`src/rtl/cfg_lockreg_pkg.sv`:
```
package cfg_lockreg_pkg;
  // bit positions inside the setup word
  localparam int unsigned POS_DBG  = 0;
  localparam int unsigned POS_DMA  = 1;
  localparam int unsigned POS_INC  = 2;
  localparam int unsigned POS_SWAP = 3;
  localparam int unsigned POS_MODE = 4;
  localparam int unsigned CTRL_W   = 4;

  typedef struct packed {
    logic swap;
    logic inc;
    logic dma;
    logic dbg;
  } setup_t;

  function automatic setup_t unpack_ctrl(input logic [CTRL_W-1:0] v);
    setup_t s;
    s.swap = v[POS_SWAP];
    s.inc  = v[POS_INC];
    s.dma  = v[POS_DMA];
    s.dbg  = v[POS_DBG];
    return s;
  endfunction
endpackage

```
`src/rtl/cfg_key_guard.sv`:
```
module cfg_key_guard #(
  parameter int unsigned          DATA_W = 32,
  parameter logic [DATA_W-1:0]    KEY    = 32'hF123F456,
  localparam int unsigned         BE_W   = DATA_W / 8
) (
  input  logic              clk,
  input  logic              rst_n,
  input  logic              wr_key,
  input  logic [DATA_W-1:0] wdata,
  input  logic [BE_W-1:0]   be,
  output logic              unlocked
);
  logic key_match;

  // a full-width write of the exact key opens; any other key write closes
  assign key_match = (&be) && (wdata == KEY);

  always_ff @(posedge clk) begin
    if (!rst_n)
      unlocked <= 1'b0;
    else if (wr_key)
      unlocked <= key_match;
  end
endmodule

```
`src/rtl/cfg_setup_bits.sv`:
```
module cfg_setup_bits
  import cfg_lockreg_pkg::*;
(
  input  logic              clk,
  input  logic              rst_n,
  input  logic              strap_swap,
  input  logic              strap_dbg,
  input  logic              wr_en,
  input  logic [CTRL_W-1:0] wbits,
  output setup_t            q
);
  always_ff @(posedge clk) begin
    if (!rst_n) begin
      q.swap <= strap_swap;
      q.inc  <= 1'b0;
      q.dma  <= 1'b0;
      q.dbg  <= strap_dbg;
    end else if (wr_en) begin
      q <= unpack_ctrl(wbits);
    end
  end
endmodule

```
`src/rtl/cfg_read_mux.sv`:
```
module cfg_read_mux
  import cfg_lockreg_pkg::*;
#(
  parameter int unsigned DATA_W = 32
) (
  input  logic              sel_setup,
  input  logic              mode_flag,
  input  setup_t            q,
  output logic [DATA_W-1:0] rdata
);
  always_comb begin
    rdata = '0;
    if (sel_setup) begin
      rdata[POS_SWAP] = q.swap;
      rdata[POS_INC]  = q.inc;
      rdata[POS_DMA]  = q.dma;
      rdata[POS_DBG]  = q.dbg;
      rdata[POS_MODE] = mode_flag;
    end
  end
endmodule

```
`src/rtl/cfg_lockreg.sv`:
```
module cfg_lockreg
  import cfg_lockreg_pkg::*;
#(
  parameter int unsigned       ADDR_W    = 4,
  parameter int unsigned       DATA_W    = 32,
  parameter logic [DATA_W-1:0] KEY       = 32'hF123F456,
  parameter logic [ADDR_W-1:0] KEY_OFS   = 4'h0,
  parameter logic [ADDR_W-1:0] SETUP_OFS = 4'h4,
  parameter bit                MODE_FLAG = 1'b1,
  localparam int unsigned      BE_W      = DATA_W / 8
) (
  input  logic              clk,
  input  logic              rst_n,
  input  logic              strap_swap,
  input  logic              strap_dbg,
  input  logic              bus_we,
  input  logic [ADDR_W-1:0] bus_addr,
  input  logic [DATA_W-1:0] bus_wdata,
  input  logic [BE_W-1:0]   bus_be,
  output logic [DATA_W-1:0] bus_rdata,
  output logic              effective_swap,
  output logic              inc_en,
  output logic              dma_en,
  output logic              dbg_en
);
  logic   hit_key, hit_setup, wr_key, wr_setup;
  logic   unlocked;
  logic   mode_flag;
  setup_t cur;

  assign hit_key   = (bus_addr == KEY_OFS);
  assign hit_setup = (bus_addr == SETUP_OFS);
  assign wr_key    = bus_we && hit_key;
  assign wr_setup  = bus_we && hit_setup && unlocked && bus_be[0];
  assign mode_flag = MODE_FLAG;

  cfg_key_guard #(.DATA_W(DATA_W), .KEY(KEY)) u_guard (
    .clk      (clk),
    .rst_n    (rst_n),
    .wr_key   (wr_key),
    .wdata    (bus_wdata),
    .be       (bus_be),
    .unlocked (unlocked)
  );

  cfg_setup_bits u_bits (
    .clk        (clk),
    .rst_n      (rst_n),
    .strap_swap (strap_swap),
    .strap_dbg  (strap_dbg),
    .wr_en      (wr_setup),
    .wbits      (bus_wdata[CTRL_W-1:0]),
    .q          (cur)
  );

  cfg_read_mux #(.DATA_W(DATA_W)) u_rd (
    .sel_setup (hit_setup),
    .mode_flag (mode_flag),
    .q         (cur),
    .rdata     (bus_rdata)
  );

  generate
    if (MODE_FLAG) begin : g_swap_live
      assign effective_swap = cur.swap;
    end else begin : g_swap_dead
      assign effective_swap = 1'b0;
    end
  endgenerate

  assign inc_en = cur.inc;
  assign dma_en = cur.dma;
  assign dbg_en = cur.dbg;
endmodule

```
`config.mk`:
```
export PLATFORM = sky130hd
export DESIGN_NAME = cfg_lockreg
export DESIGN_NICKNAME = d
export VERILOG_FILES = /design/src/rtl/cfg_lockreg_pkg.sv /design/src/rtl/cfg_key_guard.sv /design/src/rtl/cfg_setup_bits.sv /design/src/rtl/cfg_read_mux.sv /design/src/rtl/cfg_lockreg.sv
export SDC_FILE = /design/constraint.sdc
export NUM_CORES = 1
export LEC_CHECK = 0
export ABC_AREA = 1
export BUFFER_PORTS_ARGS = -buffer_cell sky130_fd_sc_hd__buf_2
export CORE_MARGIN = 2
export CORE_UTILIZATION = 35
export DETAILED_ROUTE_END_ITERATION = 8
export HOLD_SLACK_MARGIN = 0.15
export PLACE_DENSITY = 0.82
export SLEW_MARGIN = 20
export SYNTH_ARGS = -nofsm -noshare
export SYNTH_HDL_FRONTEND = slang
export SYNTH_SLANG_ARGS = --single-unit
```
`constraint.sdc`:
```
create_clock -name clk -period 2.06 [get_ports clk]
set_input_delay 0.618 -clock clk [delete_from_list [all_inputs] [get_ports clk]]
set_output_delay 0.618 -clock clk [all_outputs]
set_load 0.02 [all_outputs]
```
After elaboration in Yosys (flattened, before gate mapping)
Cells that the tools add are included.

storage, ports and cells
  bits in registers = 5
  input bits = 45
  output and inout bits = 36
  word-level logic and storage cells = 18

cells by class
  eq/ne operators = 3
  mux-type cells = 3
  reductions and logical operators = 7

operators with widths
  cell                                                   count
  equality test 32 bit, second input constant            1
  two-way mux 4 bit                                      2
  logical AND 1 bit                                      5
  two-way mux 5 bit                                      1
  equality test 4 x 3 -> 1 bit, second input constant    1
  zero test 4 bit                                        1
  AND reduction 4 bit                                    1
  inequality test 2 x 1 -> 1 bit, second input constant  1

Logic depth before layout (Yosys ltp)
  depth in word-level cells = 6
  depth in mapped cells = 7
  gate-level depth less buffers = 7

Hierarchy
Synthesis repeated with hierarchy kept, for this count alone.

unflattened totals
  cell total of the unflattened synthesis = 116
  area, all modules = 670.6 um^2

modules (own cells, without submodules)
  module          times used  cells each  area each (um^2)  seq. area each (um^2)
  cfg_read_mux    1           38          244.0             0.0
  cfg_key_guard   1           46          200.2             20.0
  cfg_setup_bits  1           20          175.2             100.1
  cfg_lockreg     1           12          51.3              0.0

Worst setup path before layout
No wires, ideal clock.

  path type = input to output
  start point = input port bus_addr[1]
  end point = output port bus_rdata[0]
  data arrival time = 1.139 ns
  data required time = 1.442 ns
  setup slack = 0.303 ns
  stages = 3
  cells stage by stage = nor2_2 > nand2_2 > nor2_1

on the way
  word-level cells in the longest chain between the ends = 2

RTL lines
  what                          RTL line            text
  start, declared               cfg_lockreg.sv:17   input logic [ADDR_W-1:0] bus_addr,
  equality test 4 x 3 -> 1 bit  cfg_lockreg.sv:32   assign hit_setup = (bus_addr == SETUP_OFS);
  two-way mux 5 bit             cfg_read_mux.sv:13  if (sel_setup) begin
  end, declared                 cfg_lockreg.sv:20   output logic [DATA_W-1:0] bus_rdata,

Every way passes these cells.

Final worst setup path
  start point = input port bus_addr[1]
  end point = output port bus_rdata[2]

Same word-level chain as after synthesis.

==> results.md <==
* ANT nets after route at 0
* Buffers and inverters on the worst path at 2
* Status: complete, no violations
* Htree depth at 1
* Gp weighted congestion at 0.721
* Die X at 47.6 um
* Flops & latches, synth at 5
* FILL cells at 195
* Global-route wire length before repair at 1870 um
* TritonRoute pass-1 iters at 4
* Number of synthesized flops with an enable pin at 2
* Initial core utilization at 37.7%
* Synth area leader: buf_4
* Drt initial violations at 7
* Pwr dens at 394 nW/um^2
* Yosys top cell area share at 31.6%
* Final Setup Violations at 0
* Synth Cell Area at 666 sq um
* Number of global-route vias before repair at 578
* Grt ovf at 0
* DIE AREA at 2270 sq um
* HP Class: flop to flop
* Final instance area at 876 sq um
* Die Y at 47.6 um
* Finished Layout Cells at 189
* DR vias at 712
* Final hold vios at 0
* Maximum clock path buffer count at 2
* Fin crit period at 1.86 ns
* Final WS setup at 0.198 ns
* Setup Skew at 0.000115 ns
* CP delay by family, top: simple AND/OR/NAND/NOR gates
* CTS tree: yes
* I/O pin count at 81
* Number of CTS-inserted buffers at 3
* Placed Instances at 185
* Fin Setup TNS at 0 ns
* Maximum vdd drop at 0.000131 V
* Distinct cells, synth at 17
* Site Rows at 15
* Startpoint Class: input port
* WHS at 0.460 ns
* Post-CTS Setup Inserts at 0
* RSZ-0062 raised after global routing: false
* Setup crit end kind: primary output
* Ys async rst share at 0%
* Crit-path most repeated cell: buf_2
* Hold-fix buffers, CTS at 0
* Final-stage net count at 210
* WS Path Type: input port to primary output
* DRC viols at 0
* WP data required at 1.44 ns
* Cells after Synth at 109
* Share of cells above drive strength 1 at 38.4%
* Register clock-pin slew on the reported worst setup and hold paths at 0.04 ns
* Worst path cell trace: buf_2 -> nor2_2 -> nand2_2 -> nor2_1 -> buf_2
* CTS Sinks at 5
* Max-slew violation count at 0
* Sequential area share after synthesis at 18.0%
* Total GRT Usage at 11.7%
* FMAX at 537 MHz
* Ys flop type: dfxtp_1
* Leakage at 0.000540 uW
* Final worst path period share at 90.4%
* Diode count at 0
* Total of max-cap violations at 0
* Routed WL at 1290 um
* Initial antenna violation count at 0
* Crit-path max FO at 6
* Skew-Pair Late Insertion Delay at 0.24 ns
* Post-synthesis area per instance at 6.11 sq um
* Main area contributors after synthesis: buf_4 32%, nand2_1 14%, nor2_1 9.6%, dfxtp_1 9.0%, edfxtp_1 9.0%
* Critical Path AT at 1.24 ns
* DPL Wire Length at 1210 um
* Clock root cell: clkbuf_4
* Post-CTS sizing at 0
* Synthesis-to-layout area growth at 31.6%
* Most common cell in the netlist: buf_4
* Critical Path Max Stage Delay at 0.17 ns
* Commonest cells post-synth: 28 x buf_4, 24 x nand2_1, 17 x nor2_1, 16 x inv_1, 4 x nand3_1
* YS warnings at 0
* Post-DR wirelength/cell at 6.81 um
* Vias per std cell at 3.77
* Core Region at 1760 sq um
* Port bufs at 53
* Largest net degree at the start of global routing at 7
* CP max-delay cell: buf_2
* Post-place setup slack at 0.194 ns
* Area post-placement at 850 sq um
==> cells in the final DEF (no fill, tap or decap) <==
| master | synthesis | final |
|---|---|---|
| o31ai_4 | 1 | 1 |
| nor2_1 | 17 | 17 |
| clkbuf_4 | 0 | 3 |
| buf_2 | 0 | 53 |
| nor2_2 | 2 | 2 |
| edfxtp_1 | 2 | 2 |
| nand3b_1 | 1 | 1 |
| conb_1 | 1 | 27 |
| o21ai_1 | 2 | 2 |
| dfxtp_1 | 3 | 3 |
| inv_2 | 2 | 2 |
| nand3_1 | 4 | 4 |
| nand2_2 | 1 | 1 |
| clkbuf_1 | 0 | 1 |
| nor2_4 | 1 | 1 |
| nand2_1 | 24 | 24 |
| inv_1 | 16 | 16 |
| nor2b_1 | 1 | 1 |
| a21oi_1 | 3 | 3 |
==> cell families after synthesis <==
group / Yosys count / share of synthesized area (%)
simple gates: 51 / 32.7
buf+inv: 46 / 41.7
other cells: 1 / 0.563
compound gates: 6 / 6.95
flops: 5 / 18.0
==> tightest hold or removal path: cells and delay by family (launching register included) <==
family,cells,cell delay [ns]
flops,1,0.30
compound gates,1,0.05
buf+inv,1,0.06
==> final timing paths <==
| kind | slack (ns) | start | cells past startpoint | endpoint |
|---|---|---|---|---|
| setup / recovery | 0.20 | bus_addr[1] | 5 | bus_rdata[2] |
| hold / removal | 0.46 | u_bits.q[1]$_SDFFE_PN0P_ | 2 | u_bits.q[1]$_SDFFE_PN0P_ |
| hold reg to reg | 0.46 | u_bits.q[1]$_SDFFE_PN0P_ | 2 | u_bits.q[1]$_SDFFE_PN0P_ |
| setup reg to reg | 1.03 | u_guard.unlocked$_SDFFE_PN0P_ | 4 | u_bits.q[0]$_DFFE_PP_ |
==> state kept, by name, indices dropped and copies added (netlist names) <==
| signal | cells |
|---|---|
| u_bits.q | 4 |
| u_guard.unlocked | 1 |
==> per-layer routing <==
metal | GRT usage, % | part of all wire, %
met5 | 0 | 0
met4 | 8.65 | 0.78
met3 | 2.64 | 15
met2 | 24.3 | 52
met1 | 9.01 | 32
==> area by class of cell <==
| cell class | count | area (sq um) | share of cell area (%) |
|---|---|---|---|
| sequential | 5 | 120 | 13.7 |
| clock buffer | 4 | 26.3 | 3.00 |
| timing repair buffer | 53 | 265 | 30.3 |
| inverter | 18 | 67.6 | 7.71 |
| multi-input combinational | 84 | 365 | 41.7 |
| tap | 25 | 31.3 | 3.57 |
==> stage by stage <==
step	utilization [%]	total power, uW
floorplan	-	224
global placement	48.2	231
detailed placement	48.2	233
CTS	49.6	347
global route	49.6	371
finish	49.6	345
==> power breakdown <==
group | total [uW] | internal, uW | switching (uW)
Combinational | 123 | 43.2 | 80.0
Clock | 114 | 73.2 | 40.5
Sequential | 108 | 107 | 1.32
No activity file was read; power rests on OpenSTA's default activity.
